**src/rtl/sfm_pkg.sv**
```systemverilog
package sfm_pkg;
  localparam int unsigned SFM_NMODE = 5;

  localparam int unsigned IDX_BOOT = 0;
  localparam int unsigned IDX_RUN  = 1;
  localparam int unsigned IDX_OVLD = 2;
  localparam int unsigned IDX_OVP  = 3;
  localparam int unsigned IDX_HOT  = 4;

  typedef enum logic [SFM_NMODE-1:0] {
    ST_BOOT = SFM_NMODE'(1) << IDX_BOOT,
    ST_RUN  = SFM_NMODE'(1) << IDX_RUN,
    ST_OVLD = SFM_NMODE'(1) << IDX_OVLD,
    ST_OVP  = SFM_NMODE'(1) << IDX_OVP,
    ST_HOT  = SFM_NMODE'(1) << IDX_HOT
  } sfm_mode_e;
endpackage

```
**src/rtl/sfm_rst_sync.sv**
```systemverilog
module sfm_rst_sync #(
  parameter int unsigned STAGES = 2
) (
  input  logic clk,
  input  logic rst_n,
  output logic rst_n_sync
);
  logic [STAGES-1:0] chain_q;

  always_ff @(posedge clk or negedge rst_n) begin
    if (!rst_n) chain_q <= '0;
    else        chain_q <= {chain_q[STAGES-2:0], 1'b1};
  end

  assign rst_n_sync = chain_q[STAGES-1];
endmodule

```
**src/rtl/sfm_src_ctrl.sv**
```systemverilog
module sfm_src_ctrl
  import sfm_pkg::*;
(
  input  logic      clk,
  input  logic      rst_n,
  input  sfm_mode_e mode_nxt,
  input  logic      sup_hi,
  input  logic      sup_restart,
  input  logic      sup_fault,
  output logic      src_q
);
  logic src_d;

  always_comb begin
    unique case (mode_nxt)
      ST_BOOT:        src_d = 1'b1;
      ST_RUN, ST_HOT: src_d = sup_hi ? 1'b0 : (sup_restart ? 1'b1 : src_q);
      ST_OVLD:        src_d = 1'b0;
      ST_OVP:         src_d = sup_hi ? 1'b0 : (sup_fault ? 1'b1 : src_q);
      default:        src_d = 1'b1;
    endcase
  end

  always_ff @(posedge clk or negedge rst_n) begin
    if (!rst_n) src_q <= 1'b1;
    else        src_q <= src_d;
  end

  AST_SRC_OFF_AT_TOP: assert property (@(posedge clk) disable iff (!rst_n)
    (sup_hi && mode_nxt != ST_BOOT) |=> !src_q);

  AST_SRC_HOLD_BAND: assert property (@(posedge clk) disable iff (!rst_n)
    (mode_nxt == ST_RUN && !sup_hi && !sup_restart) |=> $stable(src_q));
endmodule

```
**src/rtl/sfm_ovl_window.sv**
```systemverilog
module sfm_ovl_window (
  input  logic clk,
  input  logic rst_n,
  input  logic in_run,
  input  logic src_q,
  input  logic overload,
  output logic armed_q
);
  logic src_prev_q;
  logic armed_d;
  logic discharging;

  assign discharging = in_run && !src_q;

  always_comb begin
    if (!discharging)    armed_d = 1'b0;
    else if (src_prev_q) armed_d = overload;
    else                 armed_d = armed_q && overload;
  end

  always_ff @(posedge clk or negedge rst_n) begin
    if (!rst_n) begin
      src_prev_q <= 1'b1;
      armed_q    <= 1'b0;
    end else begin
      src_prev_q <= src_q;
      armed_q    <= armed_d;
    end
  end

  AST_ARM_NEEDS_OVLD: assert property (@(posedge clk) disable iff (!rst_n)
    !overload |=> !armed_q);
endmodule

```
**src/rtl/sfm_core.sv**
```systemverilog
module sfm_core
  import sfm_pkg::*;
#(
  parameter int unsigned RST_STAGES = 2
) (
  input  logic                 clk,
  input  logic                 rst_n,
  input  logic                 sup_above_start,
  input  logic                 sup_below_restart,
  input  logic                 sup_below_uvlo,
  input  logic                 sup_below_fault,
  input  logic                 sup_below_clear,
  input  logic                 fb_overload,
  input  logic                 aux_sample,
  input  logic                 aux_over,
  input  logic                 temp_hot,
  output logic                 hv_src_en,
  output logic                 gate_en,
  output logic                 softstart_go,
  output logic [SFM_NMODE-1:0] mode_status
);
  logic      rst_n_s;
  sfm_mode_e state_q, state_nxt;
  logic      src_q;
  logic      armed_q;
  logic      gate_q, gate_d;
  logic      ss_q, ss_d;
  logic      ovld_trip;

  sfm_rst_sync #(.STAGES(RST_STAGES)) u_rst (
    .clk(clk), .rst_n(rst_n), .rst_n_sync(rst_n_s)
  );

  sfm_src_ctrl u_src (
    .clk(clk), .rst_n(rst_n_s), .mode_nxt(state_nxt),
    .sup_hi(sup_above_start), .sup_restart(sup_below_restart),
    .sup_fault(sup_below_fault), .src_q(src_q)
  );

  sfm_ovl_window u_win (
    .clk(clk), .rst_n(rst_n_s), .in_run(state_q == ST_RUN),
    .src_q(src_q), .overload(fb_overload), .armed_q(armed_q)
  );

  assign ovld_trip = !src_q && sup_below_restart && armed_q && fb_overload;

  always_comb begin
    state_nxt = state_q;
    if (sup_below_clear) begin
      state_nxt = ST_BOOT;
    end else begin
      unique case (state_q)
        ST_BOOT: if (sup_above_start) state_nxt = temp_hot ? ST_HOT : ST_RUN;
        ST_RUN: begin
          if (aux_sample && aux_over) state_nxt = ST_OVP;
          else if (ovld_trip)         state_nxt = ST_OVLD;
          else if (temp_hot)          state_nxt = ST_HOT;
        end
        ST_OVLD: if (sup_below_fault) state_nxt = ST_BOOT;
        ST_OVP:  state_nxt = ST_OVP;
        ST_HOT:  if (!temp_hot) state_nxt = ST_BOOT;
        default: state_nxt = ST_BOOT;
      endcase
    end
  end

  assign gate_d = (state_nxt == ST_RUN) && !sup_below_uvlo;
  assign ss_d   = (state_q == ST_BOOT) && (state_nxt == ST_RUN);

  always_ff @(posedge clk or negedge rst_n_s) begin
    if (!rst_n_s) begin
      state_q <= ST_BOOT;
      gate_q  <= 1'b0;
      ss_q    <= 1'b0;
    end else begin
      state_q <= state_nxt;
      gate_q  <= gate_d;
      ss_q    <= ss_d;
    end
  end

  assign hv_src_en    = src_q;
  assign gate_en      = gate_q;
  assign softstart_go = ss_q;
  assign mode_status  = state_q;

  AST_MODE_ONEHOT: assert property (@(posedge clk) disable iff (!rst_n_s)
    $onehot(state_q));

  AST_SS_SINGLE: assert property (@(posedge clk) disable iff (!rst_n_s)
    softstart_go |=> !softstart_go);

  AST_OVP_STICKY: assert property (@(posedge clk) disable iff (!rst_n_s)
    (state_q == ST_OVP && !sup_below_clear) |=> state_q == ST_OVP);

  AST_OVLD_ENTRY: assert property (@(posedge clk) disable iff (!rst_n_s)
    $rose(state_q[IDX_OVLD]) |-> $past(fb_overload));

  AST_UVLO_GATE: assert property (@(posedge clk) disable iff (!rst_n_s)
    sup_below_uvlo |=> !gate_en);
endmodule

```
**config.mk**
```make
export PLATFORM = sky130hd
export DESIGN_NAME = sfm_core
export DESIGN_NICKNAME = d
export VERILOG_FILES = /design/src/rtl/sfm_pkg.sv /design/src/rtl/sfm_rst_sync.sv /design/src/rtl/sfm_src_ctrl.sv /design/src/rtl/sfm_ovl_window.sv /design/src/rtl/sfm_core.sv
export SDC_FILE = /design/constraint.sdc
export NUM_CORES = 1
export LEC_CHECK = 0
export BUFFER_PORTS_ARGS = -buffer_cell sky130_fd_sc_hd__buf_2
export CAP_MARGIN = 20
export CORE_MARGIN = 2
export CORE_UTILIZATION = 25
export CTS_CLUSTER_DIAMETER = 30
export DETAILED_ROUTE_END_ITERATION = 10
export RECOVER_POWER = 25
export SYNTH_ARGS = -nofsm -noshare
export SYNTH_HDL_FRONTEND = slang
export SYNTH_HIERARCHICAL = 1
export SYNTH_SLANG_ARGS = --single-unit
```
**constraint.sdc**
```tcl
create_clock -name clk -period 0.8 [get_ports clk]
set_clock_uncertainty 0.15 [all_clocks]
set_input_delay 0.04 -clock clk [delete_from_list [all_inputs] [get_ports clk]]
set_output_delay 0.04 -clock clk [all_outputs]
set_load 0.01 [all_outputs]
```
==> run_results.csv, run 1 <==
group,metric,value,unit
drt,first_iter_violations,17,
run_status,status,"finished with violations",
global_route,grt_usage,12.3,%
power_and_ir_drop,vdd_drop_max,1100,uV
run_status,violations,"negative hold slack, negative setup slack",
floorplan,fp-row-count,20,
drt,totalWireLength,2360,um
synth,syn_area,778,um2
layout,ff_latch_area,309,um2
timing,hold_ws,-0.202,ns
layout,layout-area-overhead-vs-synth,76.2,%
layout,final_common_cell,"buf_6",
setup_path,startpoint,"mode_status[0]",
global_route,use_met3,0.866,%
setup_path,cp_slowest_stage_delay,0.40,ns
setup_path,required,0.85,ns
synth,synth_cell_type_count,40,
synth,synth_ff_type,"dfrtp_1",
global_route,grt_max_degree,11,
setup_path,arrival,2.16,ns
setup_path,cp_slowest_cell,"dfstp_2",
synth,synth_edf_count,0,
power_and_ir_drop,power.internal,1.45,mW
setup_path,crit_chain,"buf_6 > nor4_4 > nand4_2 > o22a_2 > nor2_4 > nor3_2 > nor2_1 > o21ai_1 > a211o_1",
timing,min_period,2.11,ns
power_and_ir_drop,comb_power_share,43.4,%
synth,synth_area_per_cell,9.98,um2
min_path,holdPathStages,2,
floorplan,core,3000,um2
power_and_ir_drop,sw_frac_of_total,30.3,%
layout,final_util,45.7,%
cts,cts_tree,"done",
layout,multi_input_area,479,um2
layout,num-nets-final,145,
floorplan,dieWidth,59.8,um
power_and_ir_drop,p_sw,0.628,mW
job,cap_violations,0,
setup_path,start_kind,"flop",
cts,holdBufCountCts,2,
floorplan,die_area,3580,um2
timing,timing.fmax,473,MHz
drt,routedWlPerCell,14.2,um
global_route,grt.busiest_layer,"met2",
global_route,antenna_found_initial,0,
drt,ant_nets,0,
drt,num_vias,802,
layout,n_fill_cell,286,
setup_path,end_kind,"flop",
placement,hpwl,1510,um
floorplan,num_io_pins,19,
cts,cts.sinks,12,
drt,dr.pass1.iters,4,
placement,post_dp_cell_area,1050,um2
timing,slew_violations,0,
cts,cts_buffer_depth,2,
synth,synth-seq-cells,12,
synth,ys_warn_count,6,
drt,drc,0,
global_route,grt_pass1_wl,3440,um
cts,cts-root-buf,"clkbuf_4",
synth,synth_nets,89,
global_route,grt_overflow,0,
global_route,use_met2,23.0,%
timing,rsz0062_at_grt,"true",
synth,synth-async-reset-ratio,100,%
min_path,hold_class,"in -> reg",
layout,diodes,0,
timing,period_share,264,%
timing,finalWorstSetupSlack,-1.31,ns
synth,synth-seq-area-share,39.1,%
timing,final-setup-viol-count,18,
drt,routed_via_density,4.83,
setup_path,reg2reg_from,"mode_status[0]",
layout,final_area,1370,um2
layout,drive_gt1_share,63.9,%
cts,htreeDepth,1,
power_and_ir_drop,power.leakage,0.623,nW
synth,synthCells,78,
setup_path,path_max_fanout,6,
layout,layout_common_cells,"buf_6 (24), buf_4 (16), buf_2 (12), nor2_1 (7)",
cts,clock_latency,0.27,ns
placement,io_buffer_count,18,
min_path,hp-start,"sup_below_uvlo",
power_and_ir_drop,clockPowerShare,22.5,%
floorplan,start_util,25.9,%
placement,place.gp.congestion,0.839,
setup_path,reg2reg_depth,9,
global_route,grt_pass1_vias,783,
cts,clkTransAtPathRegs,0.08,ns
timing,hold_viol,5,
global_route,gr-usage-met1,15.2,%
setup_path,path_class,"reg -> reg",
power_and_ir_drop,power.density,1510,nW/um2
floorplan,die_h,59.8,um
power_and_ir_drop,seqPwrFrac,34.1,%
cts,cts_made_buffers,3,
==> layer usage <==
metal | up-vias | wire, um
li1 | 394 | -
met1 | 387 | 933
met2 | 21 | 1350
met3 | 0 | 69
met4 | 0 | 0
met5 | - | 0
==> sequential cells by signal, indices dropped and copies added (netlist names) <==
signal and cells:
u_win/armed_q 1, gate_en 1, softstart_go 1, u_rst/chain_q 2, u_win/src_prev_q 1, u_src/src_q 1, mode_status 5
==> timing repair <==
item | CTS | global route
endpoints found under the setup margin | 18 | 18
gates cloned | 0 | 0
endpoints found under the hold margin | 6 | 5
resized for setup | 20 | 17
pin swaps | 6 | 8
buffers inserted | 8 | 13
==> worst max-delay path, delay by kind of cell, from the launching register on <==
family                 cells  cell delay [ns]
buffers and inverters      1             0.12
and+or+nand+nor            5             0.74
AOI/OAI and AO/OA          3             0.63
DFF                        1             0.40
==> kinds of logic after synthesis <==
family          share of synthesized area (%)
buf+inv                                  7.72
mux                                      2.73
flops                                    39.1
simple gates                             31.8
xor+xnor                                 2.25
other cells                             0.482
compound gates                           15.9
==> path summary, 6_finish.rpt <==
check | endpoint | slack (ns)
max reg2reg | u_src/src_q | -1.31
min | gate_en | -0.20
min in group asynchronous | gate_en | -0.10
min reg2reg | gate_en | -0.10
max in group asynchronous | u_win/src_prev_q | 0.25
max | u_src/src_q | -1.31
==> stage by stage <==
stage / setup TNS [ns] / setup WS, ns / std cells / power (mW)
after floorplan: -6.83 / -1.19 / 78 / 1.13
after global placement: -8.38 / -1.19 / 144 / 1.35
after detailed placement: -8.56 / -1.24 / 144 / 1.35
after CTS: -11.07 / -1.23 / 158 / 1.93
after global routing: -12.36 / -1.38 / 166 / 2.20
final: -11.52 / -1.31 / 166 / 2.07
==> final cells by class <==
cell class | count | area share [%]
Timing Repair Buffer | 56 | 36.0
Multi-Input combinational cell | 58 | 34.9
Inverter | 3 | 0.821
Clock buffer | 4 | 2.65
Tap cell | 33 | 3.01
Sequential cell | 12 | 22.5
==> Yosys cell counts (2+ instances only) <==
cell type,number,area share (%)
dfstp_2,3,10
nor3_2,4,5.1
inv_1,3,1.4
nand3_1,2,1.3
buf_4,2,1.9
nor2b_1,2,1.6
xor2_1,2,2.3
nand2_1,5,2.4
nor3b_1,2,1.9
dfrtp_1,9,29
a21oi_1,5,3.2
nor2_1,9,4.3
buf_6,3,4.3
==> power groups by stage <==
stage,Sequential (mW),Combinational [mW],Clock (mW)
6_report,0.707,0.900,0.468
4_1_cts,0.716,0.733,0.478
3_3_place_gp,0.724,0.623,0
3_5_place_dp,0.730,0.624,0
2_1_floorplan,0.717,0.418,0
5_1_grt,0.713,0.973,0.511
No activity file was read; power rests on OpenSTA's default activity.
==> inputs of run 2 (changes only) <==
--- a/config.mk
+++ b/config.mk
@@ -13,2 +13,3 @@
 export DETAILED_ROUTE_END_ITERATION = 10
+export PLACE_DENSITY_LB_ADDON = 0.05
 export RECOVER_POWER = 25
==> constraint.sdc (replaced) <==
create_clock -name clk -period 0.8 [get_ports clk]
set_clock_uncertainty 0.15 [all_clocks]
set_input_delay 0.2 -clock clk [delete_from_list [all_inputs] [get_ports clk]]
set_output_delay 0.2 -clock clk [all_outputs]
set_load 0.01 [all_outputs]
==> run 2 against run 1 <==
The flow still finishes with violations (negative hold slack, negative setup slack). Hold slack improved by 0.12 ns. Die area did not move. Largest power group unchanged. Critical endpoint unchanged. Flip-flop and latch count did not move. Global-route usage rose by 2.0 points. Sequential power rose by 0.6%. Highest routed layer is now met4. Critical path depth fell by 1. Largest cell class is now multi-input gates. Fmax rose by 2.9%.
==> run_results.csv, run 2 (synthesis gave the netlist of run 1 again) <==
group,metric,value,unit
setup_path,required,0.84,ns
cts,cts.sinks,12,
layout,num-nets-final,141,
timing,slew_violations,0,
setup_path,start_kind,"flop",
layout,n_fill_cell,313,
floorplan,dieWidth,59.8,um
timing,timing.fmax,487,MHz
cts,cts_made_buffers,3,
cts,cts_buffer_depth,2,
global_route,grt_max_degree,9,
power_and_ir_drop,seqPwrFrac,34.2,%
layout,drive_gt1_share,65.1,%
layout,ff_latch_area,309,um2
job,cap_violations,0,
layout,multi_input_area,473,um2
layout,final_area,1300,um2
placement,hpwl,1670,um
power_and_ir_drop,power.leakage,0.583,nW
min_path,hold_class,"in -> reg",
floorplan,num_io_pins,19,
run_status,violations,"negative hold slack, negative setup slack",
power_and_ir_drop,power.density,1600,nW/um2
power_and_ir_drop,sw_frac_of_total,30.7,%
drt,dr_wl_met2,1210,um
drt,wl_met3,55,um
cts,htreeDepth,1,
drt,met1_length,990,um
drt,totalWireLength,2270,um
global_route,grt_pass1_wl,3690,um
setup_path,end_kind,"flop",
timing,period_share,257,%
placement,post_dp_cell_area,1040,um2
floorplan,die_h,59.8,um
drt,first_iter_violations,21,
timing,rsz0062_at_grt,"true",
setup_path,path_class,"reg -> reg",
layout,largest_reg_flops,5,
floorplan,fp-row-count,20,
floorplan,start_util,25.9,%
layout,layout-area-overhead-vs-synth,66.7,%
global_route,grt_usage,14.3,%
cts,holdBufCountCts,1,
placement,io_buffer_count,18,
cts,cts_tree,"done",
placement,place.gp.congestion,0.731,
power_and_ir_drop,comb_power_share,43.2,%
power_and_ir_drop,p_sw,0.639,mW
global_route,antenna_found_initial,0,
cts,cts-root-buf,"clkbuf_4",
timing,hold_viol,1,
drt,routedWlPerCell,14.0,um
floorplan,die_area,3580,um2
layout,diodes,0,
drt,num_vias,764,
setup_path,arrival,2.09,ns
layout,final_common_cell,"buf_6",
power_and_ir_drop,power.internal,1.44,mW
power_and_ir_drop,vdd_drop_max,792,uV
drt,drc,0,
drt,dr.pass1.iters,4,
drt,ant_nets,0,
timing,min_period,2.05,ns
global_route,grt_pass1_vias,756,
timing,hold_ws,-0.0771,ns
floorplan,core,3000,um2
power_and_ir_drop,clockPowerShare,22.6,%
cts,clkTransAtPathRegs,0.08,ns
cts,clock_latency,0.27,ns
layout,layout_common_cells,"buf_6 (19), buf_4 (18), buf_2 (12), nor2_1 (6), dfrtp_1 (5)",
timing,finalWorstSetupSlack,-1.25,ns
run_status,status,"finished with violations",
global_route,grt_overflow,0,
drt,routed_via_density,4.72,
timing,final-setup-viol-count,18,
drt,highest_layer,"met4",
setup_path,path_max_fanout,5,
[run 2: final timing paths]
path | from | to | slack (ns) | depth (start not counted)
max | mode_status[0] | u_src/src_q | -1.25 | 8
min | sup_below_uvlo | gate_en | -0.08 | 2
max reg2reg | mode_status[0] | u_src/src_q | -1.25 | 8
min reg2reg | u_rst/chain_q[1] | gate_en | 0.03 | 1
max in group asynchronous | u_rst/chain_q[1] | u_win/src_prev_q | 0.17 | 1
min in group asynchronous | u_rst/chain_q[1] | gate_en | 0.03 | 1
[run 2: per-layer routing]
layer / up-vias / GRT usage, %
li1: 385 / -
met1: 366 / 17.0
met2: 11 / 25.3
met3: 2 / 3.03
met4: 0 / 4.76
met5: - / 0
[run 2: layout make-up]
type | instances | share of cell area, %
clock buffers | 4 | 2.80
well taps | 33 | 3.18
repair buffers | 52 | 32.9
inverters | 3 | 0.868
multi-input cells | 58 | 36.5
flip-flops and latches | 12 | 23.8
[run 2: what timing repair did]
item | 4_1_cts | 5_1_grt
buffers inserted | 10 | 7
pin swaps | 6 | 2
gates resized for setup | 18 | 17
setup endpoints to repair | 18 | 18
endpoints found under the hold margin | 7 | 1
[run 2: stage by stage]
| stage | setup TNS, ns | utilization, % | instances | worst slack, ns | power, mW |
|---|---|---|---|---|---|
| after floorplan | -7.02 | - | 78 | -1.19 | 1.13 |
| after global placement | -9.97 | 34.6 | 144 | -1.33 | 1.39 |
| after detailed placement | -9.70 | 34.6 | 144 | -1.30 | 1.38 |
| after CTS | -12.31 | 40.9 | 159 | -1.22 | 1.98 |
| after global routing | -13.51 | 43.2 | 162 | -1.38 | 2.21 |
| final | -12.56 | 43.2 | 162 | -1.25 | 2.08 |
[run 2: power groups by stage]
stage | registers (mW) | clock network (mW) | logic, mW
2_1_floorplan | 0.717 | 0 | 0.418
3_3_place_gp | 0.736 | 0 | 0.654
3_5_place_dp | 0.733 | 0 | 0.646
4_1_cts | 0.702 | 0.493 | 0.782
5_1_grt | 0.716 | 0.517 | 0.978
6_report | 0.711 | 0.470 | 0.898
[run 2: critical path: stages (launching register included)]
cell	delay (ns)
dfstp_2	0.60
nor2b_4	0.20
a21oi_2	0.08
o41ai_2	0.23
and3_4	0.26
nor3_2	0.05
nor2_1	0.08
o21ai_1	0.06
a211o_1	0.26
